File: src/rtl/spi_xfer_pkg.sv
package spi_xfer_pkg;

    typedef enum logic [1:0] {
        ST_IDLE  = 2'd0,
        ST_PREP  = 2'd1,
        ST_SETUP = 2'd2,
        ST_RUN   = 2'd3
    } xfer_state_e;

    // Mode number: polarity in the high bit, phase in the low bit.
    function automatic logic mode_pol(input logic [1:0] mode);
        return mode[1];
    endfunction

    function automatic logic mode_pha(input logic [1:0] mode);
        return mode[0];
    endfunction

endpackage

File: src/rtl/spi_half_timer.sv
module spi_half_timer #(
    parameter int CNT_W = 9
) (
    input  logic             clk,
    input  logic             rst_n,
    input  logic             load_i,
    input  logic [CNT_W-1:0] load_val_i,
    output logic             zero_o
);

    typedef struct packed {
        logic [CNT_W-1:0] cnt;
    } tmr_t;

    tmr_t tmr_d, tmr_q;

    always_comb begin
        tmr_d = tmr_q;
        if (load_i) begin
            tmr_d.cnt = load_val_i;
        end else if (tmr_q.cnt != '0) begin
            tmr_d.cnt = tmr_q.cnt - 1'b1;
        end
    end

    always_ff @(posedge clk or negedge rst_n) begin
        if (!rst_n) begin
            tmr_q <= '0;
        end else begin
            tmr_q <= tmr_d;
        end
    end

    assign zero_o = (tmr_q.cnt == '0);

    // Once expired and not reloaded, the timer stays expired.
    AST_TMR_STAYS_ZERO: assert property (@(posedge clk) disable iff (!rst_n)
        (zero_o && !load_i) |=> zero_o);

endmodule

File: src/rtl/spi_ring_shifter.sv
module spi_ring_shifter #(
    parameter int WORD_W = 32
) (
    input  logic              clk,
    input  logic              rst_n,
    input  logic              load_i,
    input  logic [WORD_W-1:0] load_val_i,
    input  logic              sample_i,
    input  logic              shift_i,
    input  logic              serial_i,
    output logic              msb_o,
    output logic [WORD_W-1:0] word_next_o
);

    typedef struct packed {
        logic [WORD_W-1:0] ring;
        logic              held;
        logic              pend;
    } ring_t;

    ring_t ring_d, ring_q;

    always_comb begin
        ring_d = ring_q;
        if (load_i) begin
            ring_d.ring = load_val_i;
            ring_d.pend = 1'b0;
        end else begin
            if (sample_i) begin
                ring_d.held = serial_i;
                ring_d.pend = 1'b1;
            end
            if (shift_i && ring_q.pend) begin
                ring_d.ring = {ring_q.ring[WORD_W-2:0], ring_q.held};
                ring_d.pend = 1'b0;
            end
        end
    end

    always_ff @(posedge clk or negedge rst_n) begin
        if (!rst_n) begin
            ring_q <= '0;
        end else begin
            ring_q <= ring_d;
        end
    end

    assign msb_o       = ring_q.ring[WORD_W-1];
    assign word_next_o = ring_d.ring;

    // A bit is captured and the ring advanced on different serial edges.
    AST_SAMPLE_SHIFT_APART: assert property (@(posedge clk) disable iff (!rst_n)
        !(sample_i && shift_i));

    // Two captures never occur without a shift between them.
    AST_NO_LOST_BIT: assert property (@(posedge clk) disable iff (!rst_n)
        (sample_i && !load_i) |=> (!sample_i || !ring_q.pend || shift_i));

endmodule

File: src/rtl/spi_cs_decode.sv
module spi_cs_decode #(
    parameter int NUM_CS = 4,
    parameter int IDX_W  = 2
) (
    input  logic              clk,
    input  logic              rst_n,
    input  logic              en_i,
    input  logic [IDX_W-1:0]  idx_i,
    output logic [NUM_CS-1:0] cs_n_o
);

    typedef struct packed {
        logic [NUM_CS-1:0] lines;
    } sel_t;

    sel_t sel_d, sel_q;
    logic [NUM_CS-1:0] line_d;

    for (genvar g = 0; g < NUM_CS; g++) begin : g_line
        assign line_d[g] = !(en_i && (idx_i == IDX_W'(g)));
    end

    always_comb begin
        sel_d       = sel_q;
        sel_d.lines = line_d;
    end

    always_ff @(posedge clk or negedge rst_n) begin
        if (!rst_n) begin
            sel_q <= '1;
        end else begin
            sel_q <= sel_d;
        end
    end

    assign cs_n_o = sel_q.lines;

    AST_ONE_SELECT_LOW: assert property (@(posedge clk) disable iff (!rst_n)
        $onehot0(~cs_n_o));

    AST_IDLE_ALL_HIGH: assert property (@(posedge clk) disable iff (!rst_n)
        !en_i |=> (&cs_n_o));

endmodule

File: src/rtl/spi_xfer_master.sv
module spi_xfer_master
    import spi_xfer_pkg::*;
#(
    parameter  int DATA_W   = 32,
    parameter  int NUM_CS   = 4,
    parameter  int DIV_W    = 8,
    parameter  int WAIT_W   = 8,
    localparam int LEN_W    = $clog2(DATA_W + 1),
    localparam int CS_IDX_W = (NUM_CS > 1) ? $clog2(NUM_CS) : 1
) (
    input  logic                clk,
    input  logic                rst_n,
    input  logic                start_i,
    input  logic [DATA_W-1:0]   tx_word_i,
    input  logic [LEN_W-1:0]    len_i,
    input  logic [CS_IDX_W-1:0] cs_idx_i,
    input  logic [1:0]          mode_i,
    input  logic [DIV_W-1:0]    div_i,
    input  logic [WAIT_W-1:0]   setup_i,
    input  logic                hold_i,
    input  logic                miso_i,
    output logic                busy_o,
    output logic                done_o,
    output logic [DATA_W-1:0]   rx_word_o,
    output logic                sclk_o,
    output logic                mosi_o,
    output logic [NUM_CS-1:0]   cs_n_o
);

    localparam int EDGE_W = LEN_W + 1;
    localparam int TMR_W  = ((DIV_W > WAIT_W) ? DIV_W : WAIT_W) + 1;

    typedef struct packed {
        xfer_state_e         st;
        logic                sclk;
        logic [EDGE_W-1:0]   edges;
        logic [LEN_W-1:0]    len;
        logic                cpol;
        logic                cpha;
        logic [DIV_W-1:0]    div;
        logic [WAIT_W-1:0]   setup;
        logic [CS_IDX_W-1:0] cs_idx;
        logic                frame_open;
        logic                done;
        logic [DATA_W-1:0]   rx;
    } ctl_t;

    ctl_t ctl_d, ctl_q;

    logic              tmr_load;
    logic [TMR_W-1:0]  tmr_val;
    logic              tmr_zero;
    logic              sh_load;
    logic [DATA_W-1:0] sh_val;
    logic              sh_sample;
    logic              sh_shift;
    logic              sh_msb;
    logic [DATA_W-1:0] sh_next;
    logic              sel_en;
    logic [LEN_W-1:0]  len_eff;
    logic              do_edge;
    logic              lead_edge;
    logic              capture_edge;

    function automatic logic [DATA_W-1:0] low_mask(input logic [LEN_W-1:0] l);
        logic [DATA_W-1:0] m;
        m = '0;
        for (int i = 0; i < DATA_W; i++) begin
            if (i < int'(l)) m[i] = 1'b1;
        end
        return m;
    endfunction

    assign len_eff = ((len_i == '0) || (int'(len_i) > DATA_W)) ? LEN_W'(DATA_W) : len_i;

    always_comb begin
        ctl_d        = ctl_q;
        ctl_d.done   = 1'b0;
        tmr_load     = 1'b0;
        tmr_val      = '0;
        sh_load      = 1'b0;
        sh_val       = '0;
        sh_sample    = 1'b0;
        sh_shift     = 1'b0;
        do_edge      = 1'b0;
        lead_edge    = 1'b0;
        capture_edge = 1'b0;

        case (ctl_q.st)
            ST_IDLE: begin
                if (start_i) begin
                    ctl_d.len   = len_eff;
                    ctl_d.div   = div_i;
                    ctl_d.edges = '0;
                    sh_load     = 1'b1;
                    sh_val      = tx_word_i << (DATA_W - int'(len_eff));
                    if (ctl_q.frame_open) begin
                        // Continue a held frame: keep slave and mode, no setup wait.
                        tmr_load = 1'b1;
                        tmr_val  = TMR_W'(div_i);
                        ctl_d.st = ST_SETUP;
                    end else begin
                        ctl_d.cpol   = mode_pol(mode_i);
                        ctl_d.cpha   = mode_pha(mode_i);
                        ctl_d.cs_idx = cs_idx_i;
                        ctl_d.setup  = setup_i;
                        ctl_d.sclk   = mode_pol(mode_i);
                        ctl_d.st     = ST_PREP;
                    end
                end else if (ctl_q.frame_open && !hold_i) begin
                    ctl_d.frame_open = 1'b0;
                end
            end
            ST_PREP: begin
                // Clock has settled at its rest level; select goes low now.
                tmr_load = 1'b1;
                tmr_val  = TMR_W'(ctl_q.setup) + TMR_W'(ctl_q.div);
                ctl_d.st = ST_SETUP;
            end
            ST_SETUP: begin
                if (tmr_zero) begin
                    do_edge  = 1'b1;
                    ctl_d.st = ST_RUN;
                end
            end
            ST_RUN: begin
                if (tmr_zero) begin
                    if (ctl_q.edges == {ctl_q.len, 1'b0}) begin
                        sh_shift         = 1'b1;
                        ctl_d.rx         = sh_next & low_mask(ctl_q.len);
                        ctl_d.done       = 1'b1;
                        ctl_d.st         = ST_IDLE;
                        ctl_d.frame_open = hold_i;
                    end else begin
                        do_edge = 1'b1;
                    end
                end
            end
            default: ctl_d.st = ST_IDLE;
        endcase

        if (do_edge) begin
            lead_edge    = ~ctl_q.edges[0];
            capture_edge = lead_edge ^ ctl_q.cpha;
            ctl_d.sclk   = ~ctl_q.sclk;
            ctl_d.edges  = ctl_q.edges + 1'b1;
            sh_sample    = capture_edge;
            sh_shift     = ~capture_edge;
            tmr_load     = 1'b1;
            tmr_val      = TMR_W'(ctl_q.div);
        end
    end

    always_ff @(posedge clk or negedge rst_n) begin
        if (!rst_n) begin
            ctl_q    <= '0;
            ctl_q.st <= ST_IDLE;
        end else begin
            ctl_q <= ctl_d;
        end
    end

    assign sel_en = (ctl_d.st == ST_SETUP) || (ctl_d.st == ST_RUN) || ctl_d.frame_open;

    spi_half_timer #(
        .CNT_W (TMR_W)
    ) u_timer (
        .clk        (clk),
        .rst_n      (rst_n),
        .load_i     (tmr_load),
        .load_val_i (tmr_val),
        .zero_o     (tmr_zero)
    );

    spi_ring_shifter #(
        .WORD_W (DATA_W)
    ) u_ring (
        .clk         (clk),
        .rst_n       (rst_n),
        .load_i      (sh_load),
        .load_val_i  (sh_val),
        .sample_i    (sh_sample),
        .shift_i     (sh_shift),
        .serial_i    (miso_i),
        .msb_o       (sh_msb),
        .word_next_o (sh_next)
    );

    spi_cs_decode #(
        .NUM_CS (NUM_CS),
        .IDX_W  (CS_IDX_W)
    ) u_sel (
        .clk    (clk),
        .rst_n  (rst_n),
        .en_i   (sel_en),
        .idx_i  (ctl_d.cs_idx),
        .cs_n_o (cs_n_o)
    );

    assign busy_o    = (ctl_q.st != ST_IDLE);
    assign done_o    = ctl_q.done;
    assign rx_word_o = ctl_q.rx;
    assign sclk_o    = ctl_q.sclk;
    assign mosi_o    = sh_msb;

    AST_SELECT_ON_SETTLED_CLK: assert property (@(posedge clk) disable iff (!rst_n)
        (|($past(cs_n_o) & ~cs_n_o)) |-> ($stable(sclk_o) && (sclk_o == ctl_q.cpol)));

    AST_CLK_QUIET_DESELECTED: assert property (@(posedge clk) disable iff (!rst_n)
        ((sclk_o != $past(sclk_o)) && (&cs_n_o)) |-> (ctl_q.st == ST_PREP));

    AST_EDGE_BOUND: assert property (@(posedge clk) disable iff (!rst_n)
        ctl_q.edges <= {ctl_q.len, 1'b0});

    AST_DONE_ONE_CYCLE: assert property (@(posedge clk) disable iff (!rst_n)
        done_o |=> !done_o);

    AST_DONE_NOT_BUSY: assert property (@(posedge clk) disable iff (!rst_n)
        done_o |-> !busy_o);

    AST_BUSY_START_IGNORED: assert property (@(posedge clk) disable iff (!rst_n)
        (busy_o && start_i) |=> ($stable(ctl_q.len) && $stable(ctl_q.cs_idx) && $stable(ctl_q.cpol)));

    AST_RELEASE_ON_DONE: assert property (@(posedge clk) disable iff (!rst_n)
        (done_o && !ctl_q.frame_open) |-> (&cs_n_o));

endmodule

File: config.mk
export PLATFORM = sky130hd
export DESIGN_NAME = spi_xfer_master
export DESIGN_NICKNAME = d
export VERILOG_FILES = /design/src/rtl/spi_xfer_pkg.sv /design/src/rtl/spi_half_timer.sv /design/src/rtl/spi_ring_shifter.sv /design/src/rtl/spi_cs_decode.sv /design/src/rtl/spi_xfer_master.sv
export SDC_FILE = /design/constraint.sdc
export NUM_CORES = 1
export LEC_CHECK = 0
export ABC_AREA = 1
export BUFFER_PORTS_ARGS = -buffer_cell sky130_fd_sc_hd__buf_4
export CAP_MARGIN = 30
export CORE_ASPECT_RATIO = 1.1
export CORE_MARGIN = 4
export CORE_UTILIZATION = 54
export DETAILED_ROUTE_END_ITERATION = 12
export GPL_TIMING_DRIVEN = 0
export PLACE_DENSITY = 0.75
export SYNTH_ARGS = -nofsm -noshare
export SYNTH_HDL_FRONTEND = slang
export SYNTH_SLANG_ARGS = --single-unit
File: constraint.sdc
create_clock -name clk -period 6.7 [get_ports clk]
set_clock_uncertainty 0.05 [all_clocks]
set_input_delay 0.335 -clock clk [delete_from_list [all_inputs] [get_ports clk]]
set_output_delay 0.335 -clock clk [all_outputs]
set_load 0.01 [all_outputs]
======== After elaboration in Yosys (flattened, before gate mapping) ========
Index checks and enable logic that the tools add are counted.
operators by class
  reduce and logical (&&, ||, !) cells .... 30
  add/subtract/negate cells ............... 4
  equality and inequality tests ........... 10
  shifts and indexed selects .............. 1
  $lt $le $gt $ge ......................... 33
  multiplexer cells ....................... 174
  bitwise gates (word level) .............. 7
operators by type and width
  kind                                                        count
  two-way mux 1 bit                                           147
  two-way mux 32 bit                                          4
  two-way mux 34 bit                                          3
  less-than comparator 5 x 6 -> 1 bit (first input constant)  16
  less-than comparator 4 x 6 -> 1 bit (first input constant)  8
  two-way mux 36 bit                                          1
  two-way mux 33 bit                                          1
  AND 32 bit                                                  1
  << shifter 32 x 32 -> 32 bit                                1
  two-way mux 9 bit                                           3
  less-than comparator 3 x 6 -> 1 bit (first input constant)  4
  two-way mux 8 bit                                           3
  one-hot mux 9 bit (2 select lines)                          1
  equality test 2 bit (second input constant)                 6
  less-than comparator 1 x 6 -> 1 bit (first input constant)  2
  less-than comparator 2 x 6 -> 1 bit (first input constant)  2
  two-way mux 10 bit                                          1
  two-way mux 2 bit                                           5
  adder 8 x 8 -> 9 bit                                        1
  zero test 9 bit                                             1
  AND reduction 3 bit                                         3
  nonzero test 9 bit                                          1
  subtractor 9 x 1 -> 9 bit (second input constant)           1
  one-hot mux 2 bit (4 select lines)                          1
  other kinds (18)                                            42
word-level totals
  output and inout bits ................... 40
  input port bits ......................... 63
  bits in registers ....................... 117
  word-level logic and storage cells ...... 276

======== Logic depth before layout (Yosys ltp) ========
  word-level depth ........................ 15
  gate-level depth with buffers ........... 17
  mapped depth without buffers ............ 15

======== By module ========
From an unflattened synthesis, not the netlist that was laid out.
second synthesis, totals
  cell total of the unflattened synthesis .. 1327
  area, all modules ....................... 8874.8 um^2
modules (own cells, without submodules)
  module            cells each  area an instance (um^2)  seq. area each (um^2)  times used
  spi_xfer_master   942         5944.5                   1726.7                 1
  spi_ring_shifter  284         2187.1                   850.8                  1
  spi_half_timer    90          608.1                    225.2                  1
  spi_cs_decode     11          135.1                    105.1                  1

======== Worst setup path before layout ========
OpenSTA, ideal clock, no wires.
  kind .................................... input port to flip-flop
  start point ............................. input len_i[5]
  end point ............................... register ctl_q, in the netlist rx_word_o[23]
  library setup time ...................... 0.066 ns
  arrival time ............................ 2.304 ns
  buffers on the path ..................... 2
  data required time ...................... 6.584 ns
  stages on the path ...................... 17
  slack ................................... 4.280 ns
  cell sequence ........................... inv_2 nand2_1 clkbuf_1 ha_1 inv_1 nand2_1 clkbuf_1 nand3_1 nand3_1 nand3_1 nand2_1 nand2_1 a21oi_1 nand2_1 nand2_1 nand2_1 nand2_1
on the way
  longest elaborated chain between the ends .. 9
  elaborated cells on any way between the ends .. 10
  classes of those cells .................. add/sub (1); order compare (1); shift (1); mux (4); bitwise (1); reduce/logical (2)
RTL lines
  item                                                   RTL line                RTL
  from (decl)                                            spi_xfer_master.sv:15   input logic [LEN_W-1:0] len_i,
  > comparator 6 bit or zero test 6 bit (tied branches)  spi_xfer_master.sv:74   assign len_eff = ((len_i == '0) || (int'(len_i) > DATA_W)) ? LEN_W'(DATA_W) : len_i;
  logical OR 1 bit                                       spi_xfer_master.sv:74
  two-way mux 6 bit *                                    spi_xfer_master.sv:74
  subtractor 6 x 6 -> 7 bit *                            spi_xfer_master.sv:96   sh_val = tx_word_i << (DATA_W - int'(len_eff));
  << shifter 32 x 32 -> 32 bit *                         spi_xfer_master.sv:96
  two-way mux 32 bit *                                   spi_xfer_master.sv:91   if (start_i) begin
  two-way mux 32 bit *                                   spi_xfer_master.sv:89   case (ctl_q.st)
  two-way mux 32 bit *                                   spi_ring_shifter.sv:25  if (load_i) begin
  net sh_next[23]                                        spi_xfer_master.sv:58   logic [DATA_W-1:0] sh_next;
  AND 32 bit *                                           spi_xfer_master.sv:130  ctl_d.rx = sh_next & low_mask(ctl_q.len);
  to (signal assigned)                                   spi_xfer_master.sv:159  ctl_q <= ctl_d;
  to (decl)                                              spi_xfer_master.sv:48   ctl_t ctl_d, ctl_q;
The timed path passes the listed nets; every way through them passes the cells marked *.
A chain may end at the register's enable or synchronous reset.

======== Final worst setup path ========
  start point ............................. input len_i[5]
  end point ............................... register ctl_q, in the netlist rx_word_o[18]
The elaborated chain is that of the path after synthesis.

==> impl_metrics.toml <==
[placement]
gp_congestion = 1.04
port_buffers = 102
place_area_mm2 = 0.00919
hpwl_um = 19600

[worst_setup_path]
crit_path_start_kind = "input port"
worst-path-stages = 17
critical_path_class = "in2reg"
arrival_ps = 3540
slowest_stage = "clkbuf_1"
endpoint_kind = "register"
crit_fanout = 10
cpPeakStageDelay_ps = 410
path_cells = "buf_4 -> inv_2 -> nand2_1 -> clkbuf_1 -> ha_1 -> inv_1 -> xor2_1 -> inv_1 -> clkbuf_1 -> nand3_1 -> nand2_1 -> nand2_1 -> nand2_1 -> o21ai_0 -> nand2_1 -> nand2_1 -> nand2_1"
worstRegToRegCells = 15
path_delay_family = "buffers and inverters"
path_buf_inv = 6
worstPathRequired_ps = 6950
cpMostUsedCell = "nand2_1"

[global_routing]
antenna_found_initial = 0
first_global_vias = 8168
overflow = 0
grt_pass1_wl_um = 40500
grt_util_all_layers = 0.296
grt_max_degree = 86

[clock_network]
path_clk_slew_ps = 60
cts_htree_levels = 4
clk_latency_ps = 420
cts_root_buffer = "clkbuf_16"
cts_inserted_buffers = 17
clkSinkCount = 116
clk_path_buf_depth = 2
cts_tree = "built"

[routing]
ant_nets = 0
post_drt_wl_per_cell_um = 16.6
firstDrtPassIters = 7
via_per_inst = 5.73
routed_wl_um = 25300
drc_errors = 0
vias = 8722
dr.first_iter.drc_count = 841

[die]
initial_utilization = 0.558
io-pin-count = 103
die_x_um = 125
die_h_um = 137
dieArea_mm2 = 0.0171
coreArea_mm2 = 0.0146
num_rows = 46

[pwr]
ir_drop_uv = 221
total_power_uw = 3520
power_density_mw_per_mm2 = 362
total_leakage_power_uw = 0.00485

[status]
outcome = "complete, no violations"

[sta]
finalSetupViolations = 0
finalCritPeriodShare = 0.490
hold_violations = 0
worst_pin_slew_ps = 585
final_max_slew_viol_count = 0
min_period_ps = 3280
relSlewSlack = 0.606
setup_tns_ps = 0
fmax_mhz = 305
rsz0062_at_grt = "no"

[synthesis]
seq_area_frac_synth = 0.357
netlist_area_mm2 = 0.00815
syn-num-nets = 1275
synthDistinctLibCells = 45
synth_seq_cells = 116
yosysWarnings = 0
netlist_instances = 1196
postSynthAreaPerCell_um2 = 6.82

[finish]
fin_util = 0.665
drive_above_1_share = 0.163
fin_area_mm2 = 0.00973
syn_to_final_growth_pct = 19.3
diodes = 0
nets = 1398

[hold_path]
hold_depth = 3
hp-class = "in2reg"

[run]
max_cap_viol_count = 0
## worst min-delay path, cell delays in order
cell     delay (ps)
buf_4            70
nand2_1          40
nand2_1          50
## power by group
part,total (uW),internal (uW),leakage [uW],switching [uW]
Combinational,1600,591,0.00324,1010
Clock,817,479,0.000259,338
Sequential,1100,947,0.00136,154
Total,3520,2020,0.00485,1500
## area by class of cell
cell class                      count  area [um^2]
Timing Repair Buffer              104          807
Clock inverter                     12         83.8
Inverter                          106          398
Fill cell                        1351         4890
Clock buffer                       19          443
Sequential cell                   116         2910
Tap cell                          192          240
Buffer                             91          500
Multi-Input combinational cell    883         4350
## synthesized netlist by cell type, drive strengths merged
library cell	count	area, um^2
o32ai	1	8.76
nand3	283	1460
inv	105	394
a311oi	1	8.76
nand4	40	250
o21a	1	7.51
clkinv	1	3.75
o22ai	3	18.8
a211oi	2	15.0
a31oi	4	25.0
xnor2	5	43.8
o211ai	2	15.0
xor2	6	67.6
fa	1	20.0
a21oi	36	191
nor3b	1	18.8
buf	53	358
a22oi	2	15.0
dfstp	4	105
or2	2	12.5
o31a	1	8.76
a31o	1	8.76
ha	15	188
nand2	336	1290
dfrtp	112	2800
nor3	10	60.1
o21ai	66	357
nor2	63	254
clkbuf	38	143
nor4	1	6.26
## stage by stage
step                      cells  setup slack (ps)  hold slack, ps
after detailed placement   1491              3090             206
after floorplan            1196              4280           -10.6
after global routing       1523              3160            79.6
final                      1523              3420            64.0
after CTS                  1523              3520            64.5
after global placement     1490              3120             412
## final timing paths
check | end | startpoint | slack [ps]
setup / recovery | rx_word_o[18] | len_i[5] | 3420
min in group asynchronous | u_timer.tmr_q[0] | rst_n | 330
hold / removal | ctl_q[39] | setup_i[3] | 60
hold reg to reg | rx_word_o[22] | rx_word_o[22] | 430
max in group asynchronous | u_sel.cs_n_o[0] | rst_n | 5500
setup reg to reg | rx_word_o[28] | u_timer.tmr_q[0] | 4020
## state kept, by name, indices dropped and copies added, names as in the netlist
| name | cells |
|---|---|
| ctl_q | 35 |
| u_ring.ring_q | 33 |
| rx_word_o | 32 |
| u_timer.tmr_q | 9 |
| u_sel.cs_n_o | 4 |
| done_o | 1 |
| sclk_o | 1 |
| u_ring.msb_o | 1 |
## logic make-up after synthesis
family	share of synthesized area
AND/OR/NAND/NOR	0.411
buffers and inverters	0.110
AO/OA/AOI/OAI	0.0833
flip-flops	0.357
adder cells (fa/ha/maj)	0.0255
XOR/XNOR	0.0137
## metal layers
metal / wire length, um / track usage / vias to the layer above
met1: 10200 / 0.378 / 4043
met3: 1910 / 0.0550 / 75
met5: 0 / 0 / -
met2: 12100 / 0.493 / 394
met4: 1040 / 0.131 / 0
li1: - / - / 4210
## cell usage in the layout, fill, tap and decap left out, types with 7 or more instances in the layout
master       n
inv_1      100
nand4_1     40
buf_4      134
o21ai_0     55
a21oi_1     35
nor2_1      60
nand2_1    330
nand3_1    279
ha_1        15
o21ai_2      7
nor3_1       8
clkbuf_1    39
clkbuf_16   17
dfrtp_1    112
buf_2       10
buf_1        7
## timing repair
| action | CTS | global route |
|---|---|---|
| hold endpoints to repair | 31 | 0 |
| endpoints found under the setup margin | 0 | 0 |
| hold buffers | 1 | 0 |
| buffers inserted | 0 | 0 |
| resized for setup | 0 | 0 |
Note: power is estimated with default switching activity, not from simulation.
